===== config.mk =====
export PLATFORM = sky130hd
export DESIGN_NAME = bitop_unit
export DESIGN_NICKNAME = d
export VERILOG_FILES = /design/src/rtl/bitop_pkg.sv /design/src/rtl/bitop_decode.sv /design/src/rtl/bitop_index_sel.sv /design/src/rtl/bitop_alu.sv /design/src/rtl/bitop_unit.sv
export SDC_FILE = /design/constraint.sdc
export NUM_CORES = 1
export LEC_CHECK = 0
export ABC_AREA = 1
export ABC_CLOCK_PERIOD_IN_PS = 1800
export CORE_UTILIZATION = 38
export CTS_BUF_LIST = sky130_fd_sc_hd__clkbuf_4 sky130_fd_sc_hd__clkbuf_8
export DETAILED_ROUTE_END_ITERATION = 16
export PLACE_DENSITY_LB_ADDON = 0.12
export SYNTH_ARGS = -nofsm -noshare
export SYNTH_HDL_FRONTEND = slang
export SYNTH_SLANG_ARGS = --single-unit

===== constraint.sdc =====
create_clock -name clk -period 1.8 [get_ports clk]
set_clock_uncertainty 0.15 [all_clocks]
set_input_delay 0.36 -clock clk [delete_from_list [all_inputs] [get_ports clk]]
set_output_delay 0.36 -clock clk [all_outputs]
set_load 0.005 [all_outputs]

===== src/rtl/bitop_pkg.sv =====
// Package: shared types and constants for the single-bit manipulation unit.
// Assumes: opcode field positions are fixed by the instruction encoding.
package bitop_pkg;

    // Escape byte that opens every instruction of the family
    localparam logic [7:0] ESC_CODE  = 8'h0F;
    // Upper nibble of the second byte shared by all legal encodings
    localparam logic [3:0] GROUP_HI  = 4'h1;
    // Addressing-byte mode that selects a register operand
    localparam logic [1:0] MODE_REG  = 2'b11;

    // Operation taken from second-byte bits 2:1
    typedef enum logic [1:0] {
        BOP_TEST = 2'b00,
        BOP_CLR  = 2'b01,
        BOP_SET  = 2'b10,
        BOP_FLIP = 2'b11
    } bop_kind_e;

    // Decoded instruction fields
    typedef struct packed {
        logic      legal;
        bop_kind_e kind;
        logic      wide;
        logic      use_imm;
        logic      dst_reg;
        logic [2:0] dst_code;
    } bop_dec_t;

endpackage


===== src/rtl/bitop_decode.sv =====
// Module: bitop_decode
// Purely combinational decoder of the escape byte, second opcode byte and
// addressing byte into the fields used by the rest of the unit.
// Assumes: the caller qualifies the result with its own valid signal.
module bitop_decode
    import bitop_pkg::*;
(
    input  logic [7:0] esc_byte,
    input  logic [7:0] op_byte,
    input  logic [7:0] modrm_byte,
    output bop_dec_t   dec
);

    // Split the opcode bytes into operation, width, index source and target
    always_comb begin
        dec.legal    = (esc_byte == ESC_CODE) && (op_byte[7:4] == GROUP_HI);
        dec.kind     = bop_kind_e'(op_byte[2:1]);
        dec.wide     = op_byte[0];
        dec.use_imm  = op_byte[3];
        dec.dst_reg  = (modrm_byte[7:6] == MODE_REG);
        dec.dst_code = modrm_byte[2:0];
    end

endmodule


===== src/rtl/bitop_index_sel.sv =====
// Module: bitop_index_sel
// Chooses the bit-index source (count register or immediate) and masks the
// index to the operand width.
// Assumes: IDX_W bits address the wide operand, BIDX_W bits the narrow one.
module bitop_index_sel #(
    parameter int SRC_W  = 8,
    parameter int IDX_W  = 4,
    parameter int BIDX_W = 3
) (
    input  logic [SRC_W-1:0] cnt_val,
    input  logic [SRC_W-1:0] imm_byte,
    input  logic             use_imm,
    input  logic             wide,
    output logic [IDX_W-1:0] bit_idx
);

    localparam int PAD_W = IDX_W - BIDX_W;

    logic [SRC_W-1:0] raw_idx;

    // Pick the index source named by the opcode
    always_comb raw_idx = use_imm ? imm_byte : cnt_val;

    // Keep only the bits that can address the operand width
    always_comb begin
        if (wide) bit_idx = raw_idx[IDX_W-1:0];
        else      bit_idx = {{PAD_W{1'b0}}, raw_idx[BIDX_W-1:0]};
    end

endmodule


===== src/rtl/bitop_alu.sv =====
// Module: bitop_alu
// Per-lane bit operation: tests, clears, sets or inverts the selected bit
// of the operand; lanes above the narrow width are zeroed for byte operands.
// Assumes: bit_idx is already masked to the operand width.
module bitop_alu
    import bitop_pkg::*;
#(
    parameter int DATA_W = 16,
    parameter int BYTE_W = 8,
    parameter int IDX_W  = 4
) (
    input  logic [DATA_W-1:0] operand_val,
    input  logic [IDX_W-1:0]  bit_idx,
    input  bop_kind_e         kind,
    input  logic              wide,
    output logic [DATA_W-1:0] result,
    output logic              sel_bit
);

    logic [DATA_W-1:0] lane_sel;
    logic [DATA_W-1:0] lane_src;

    for (genvar i = 0; i < DATA_W; i++) begin : g_lane
        localparam bit UPPER = (i >= BYTE_W);

        // Decode the index into a one-hot lane select and gate upper lanes
        always_comb begin
            lane_sel[i] = (bit_idx == IDX_W'(i));
            lane_src[i] = (UPPER && !wide) ? 1'b0 : operand_val[i];
        end

        // Apply the operation to this lane
        always_comb begin
            if (!lane_sel[i]) begin
                result[i] = lane_src[i];
            end else begin
                unique case (kind)
                    BOP_TEST: result[i] = lane_src[i];
                    BOP_CLR:  result[i] = 1'b0;
                    BOP_SET:  result[i] = 1'b1;
                    BOP_FLIP: result[i] = ~lane_src[i];
                    default:  result[i] = lane_src[i];
                endcase
            end
        end
    end

    // Value of the addressed bit, used for the zero flag
    always_comb sel_bit = |(lane_sel & lane_src);

endmodule


===== src/rtl/bitop_unit.sv =====
// Module: bitop_unit (top)
// Single-bit manipulation execution unit. Decodes one instruction per cycle
// and registers the result, write-enable, flag updates and destination.
// Assumes: operand fetch and writeback are done by the surrounding pipeline;
// all outputs are valid one cycle after in_valid.
module bitop_unit
    import bitop_pkg::*;
#(
    parameter int DATA_W = 16,
    parameter int BYTE_W = 8,
    parameter int SRC_W  = 8
) (
    input  logic              clk,
    input  logic              rst_n,
    input  logic              in_valid,
    input  logic [7:0]        esc_byte,
    input  logic [7:0]        op_byte,
    input  logic [7:0]        modrm_byte,
    input  logic [SRC_W-1:0]  imm_byte,
    input  logic [SRC_W-1:0]  cnt_val,
    input  logic [DATA_W-1:0] operand_val,
    output logic              out_valid,
    output logic [DATA_W-1:0] result_val,
    output logic              wr_en,
    output logic              flag_we,
    output logic              zf_out,
    output logic              cf_out,
    output logic              of_out,
    output logic              illegal_op,
    output logic              dst_is_reg,
    output logic [2:0]        dst_code,
    output logic              wide_op
);

    localparam int IDX_W  = $clog2(DATA_W);
    localparam int BIDX_W = $clog2(BYTE_W);

    bop_dec_t          dec;
    logic [IDX_W-1:0]  bit_idx;
    logic [DATA_W-1:0] alu_res;
    logic              sel_bit;
    logic              go;
    logic              is_test;

    bitop_decode u_decode (
        .esc_byte   (esc_byte),
        .op_byte    (op_byte),
        .modrm_byte (modrm_byte),
        .dec        (dec)
    );

    bitop_index_sel #(
        .SRC_W  (SRC_W),
        .IDX_W  (IDX_W),
        .BIDX_W (BIDX_W)
    ) u_index (
        .cnt_val  (cnt_val),
        .imm_byte (imm_byte),
        .use_imm  (dec.use_imm),
        .wide     (dec.wide),
        .bit_idx  (bit_idx)
    );

    bitop_alu #(
        .DATA_W (DATA_W),
        .BYTE_W (BYTE_W),
        .IDX_W  (IDX_W)
    ) u_alu (
        .operand_val (operand_val),
        .bit_idx     (bit_idx),
        .kind        (dec.kind),
        .wide        (dec.wide),
        .result      (alu_res),
        .sel_bit     (sel_bit)
    );

    // Qualify the decode with the input valid
    always_comb begin
        go      = in_valid && dec.legal;
        is_test = (dec.kind == BOP_TEST);
    end

    // Output stage: one register level for every result
    always_ff @(posedge clk) begin
        if (!rst_n) begin
            out_valid  <= 1'b0;
            result_val <= '0;
            wr_en      <= 1'b0;
            flag_we    <= 1'b0;
            zf_out     <= 1'b0;
            illegal_op <= 1'b0;
            dst_is_reg <= 1'b0;
            dst_code   <= '0;
            wide_op    <= 1'b0;
        end else begin
            out_valid  <= in_valid;
            result_val <= go ? alu_res : '0;
            wr_en      <= go && !is_test;
            flag_we    <= go && is_test;
            zf_out     <= go && is_test && !sel_bit;
            illegal_op <= in_valid && !dec.legal;
            dst_is_reg <= go && dec.dst_reg;
            dst_code   <= go ? dec.dst_code : '0;
            wide_op    <= go && dec.wide;
        end
    end

    // Test always clears carry and overflow; other operations do not update flags
    assign cf_out = 1'b0;
    assign of_out = 1'b0;

endmodule


==> flow_summary_export.csv, run 1 <==
group,metric,value,unit
layout,multi_input_area,773,um^2
critical_path,end_kind,"flop",
synth,ys_warn_count,0,
timing,holdWs,0.452,ns
clock_network,cts-root-buf,"clkbuf_8",
critical_path,startpoint_type,"primary input",
die,fp.dieW,63.5,um
clock_network,cts_tree,"built",
timing,rsz0062_at_grt,"no",
place,gp_congestion,0.880,
detailed_routing,drc,0,
global_routing,grt.overflow.total,0,
layout,largestRegisters,"result_val: 16 flops, dst_code: 3 flops",
clock_network,cts_max_level,1,
synth,netlist_instances,207,
critical_path,critPathMaxStageDelay,0.45,ns
power_and_ir_drop,peakVddDrop,0.762,mV
power_and_ir_drop,power.leakage,1.06,nW
critical_path,critPathKind,"primary input to flop",
flow_run,max_cap_violations,0,
place,pre_cts_slack,-0.298,ns
worst_hold_path,min_path_type,"primary input to flop",
layout,n_fill_cell,295,
timing,min_period,1.68,ns
global_routing,grt_util_all_layers,19.9,%
power_and_ir_drop,p_per_area,566,nW/um^2
die,pin_count,87,
detailed_routing,drt_pass1_iterations,4,
detailed_routing,vias,1621,
synth,synth_compound_area_share,13.0,%
synth,synth_top_family_by_area,"simple AND/OR/NAND/NOR gates",
layout,final_cell_mix,"72 x clkdlybuf4s50_1, 41 x nand2_1, 26 x dfxtp_1",
layout,syn2layout_area_growth,70.3,%
timing,setup_ws,0.125,ns
critical_path,crit_chain,"clkdlybuf4s50_1 > inv_1 > nand2_1 > o21ai_2 > buf_4 > nor2_4 > nand4_1 > o21ai_0 > a21oi_1",
layout,layout-drive-gt1-share,18.6,%
synth,synth-seq-cells,26,
global_routing,grt_pass1_wl,6.44,mm
detailed_routing,drt_iter0_markers,144,
synth,synth_fa_ha_area_share,0,%
die,rows,21,
synth,muxShareOfSynthArea,0,%
critical_path,cp_max_fo,8,
detailed_routing,wl,3.97,mm
timing,finalSetupViolCount,0,
layout,largest_reg_flops,16,
clock_network,cts_made_buffers,3,
detailed_routing,viasPerCell,4.74,
critical_path,critPathRequiredTime,1.82,ns
synth,syn_avg_cell_area,6.95,um^2
clock_network,cts-hold-fix-buffers,0,
layout,fin_nets,356,
timing,maxSlewViolCount,0,
timing,timing.final.crit_share,93.1,%
detailed_routing,drtAntennaViolNets,0,
critical_path,crit_buf_inv,3,
global_routing,grt_antenna_before_repair,0,
layout,antenna_cells,0,
critical_path,slowest_stage,"clkdlybuf4s50_1",
synth,synth-seq-area-share,36.2,%
layout,postLayoutCoreUtil,70.6,%
layout,top_register,"result_val",
critical_path,timing.critical_path.arrival,1.69,ns
die,coreArea,3470,um^2
global_routing,grt_pass1_vias,1437,
place,numPortBuffers,73,
place,hpwl,2.93,mm
die,dieArea,4040,um^2
clock_network,cts.sinks,26,
clock_network,cts.path.max_buffers,2,
place,placed_cell_area,2290,um^2
synth,yosys.area_share.xor_xnor,0,%
die,die_h,63.5,um
timing,hold_viol,0,
synth,synth-simple-area-share,38.7,%
layout,regArea,520,um^2
die,start_util,41.5,%
synth,syn_area,1440,um^2
global_routing,grt_max_degree,17,
layout,final_common_cell,"clkdlybuf4s50_1",
critical_path,cpLargestDelayFamily,"buffers and inverters",
clock_network,path_clk_slew,0.09,ns
synth,synthDistinctLibCells,28,
layout,final_area,2450,um^2
outcome,status,"complete, no violations",
detailed_routing,wl_per_cell,11.6,um
timing,max_freq,0.597,GHz
==> metal layers <==
| layer | routed length (um) | up-vias | GRT usage (%) |
|---|---|---|---|
| met1 | 1700 | 695 | 26.0 |
| li1 | - | 840 | - |
| met3 | 290 | 5 | 3.99 |
| met4 | 35 | 0 | 5.97 |
| met5 | 0 | - | 0 |
| met2 | 1940 | 81 | 32.7 |
==> power by group <==
part,internal [mW],switching (mW)
combinational,0.177,0.151
sequential,0.577,0.000658
clock,0.298,0.184
==> per-stage QoR <==
| step | cells | power [mW] | TNS [ns] |
|---|---|---|---|
| after floorplan | 208 | 0.725 | 0 |
| after global placement | 334 | 0.885 | -3.91 |
| after detailed placement | 334 | 0.887 | -4.32 |
| after CTS | 340 | 1.38 | 0 |
| after global routing | 342 | 1.46 | 0 |
| final | 342 | 1.39 | 0 |
==> final cells by class <==
type | instances | share of cell area, %
repair buffers | 93 | 36.9
multi-input cells | 144 | 31.6
flip-flops and latches | 26 | 21.2
inverters | 29 | 5.06
well taps | 46 | 2.35
clock buffers | 3 | 1.69
clock inverters | 1 | 1.23
==> logic make-up (layout without fill, tap and decap cells) <==
family,count (synthesis),in the layout
flops,26,26
other cells,1,2
compound gates,34,34
simple gates,108,108
buf+inv,38,126
==> final timing paths <==
check                    startpoint                         to  cells past startpoint
worst max-delay path    imm_byte[2]  result_val[12]$_SDFF_PN0_                      9
worst min-delay path  modrm_byte[1]     dst_code[1]$_SDFF_PN0_                      3
==> synthesized netlist by cell type, drive strengths merged <==
master | n | area share, %
dfxtp | 26 | 36
nor3 | 1 | 0.70
nand2 | 52 | 15
nand3 | 19 | 8.5
nand4 | 9 | 3.9
a31oi | 1 | 0.44
o21ai | 17 | 7.0
inv | 29 | 7.9
buf | 6 | 3.2
nor2 | 26 | 9.6
a21oi | 16 | 5.6
nand3b | 1 | 0.52
clkbuf | 3 | 0.78
conb | 1 | 0.26
==> timing repair <==
action,in CTS,in global routing
setup buffers,2,2
setup endpoints to repair,2,16
pin swaps,1,8
gates resized for setup,2,12
Power figures use the tool's default switching activity.
==> inputs of run 2 (changes only) <==
--- a/config.mk
+++ b/config.mk
@@ -6,7 +6,6 @@
 export NUM_CORES = 1
 export LEC_CHECK = 0
 export ABC_AREA = 1
-export ABC_CLOCK_PERIOD_IN_PS = 1800
 export CORE_UTILIZATION = 38
 export CTS_BUF_LIST = sky130_fd_sc_hd__clkbuf_4 sky130_fd_sc_hd__clkbuf_8
 export DETAILED_ROUTE_END_ITERATION = 16
==> results of run 2 <==
The final DEF is identical to that of run 1; final timing and power are the same.
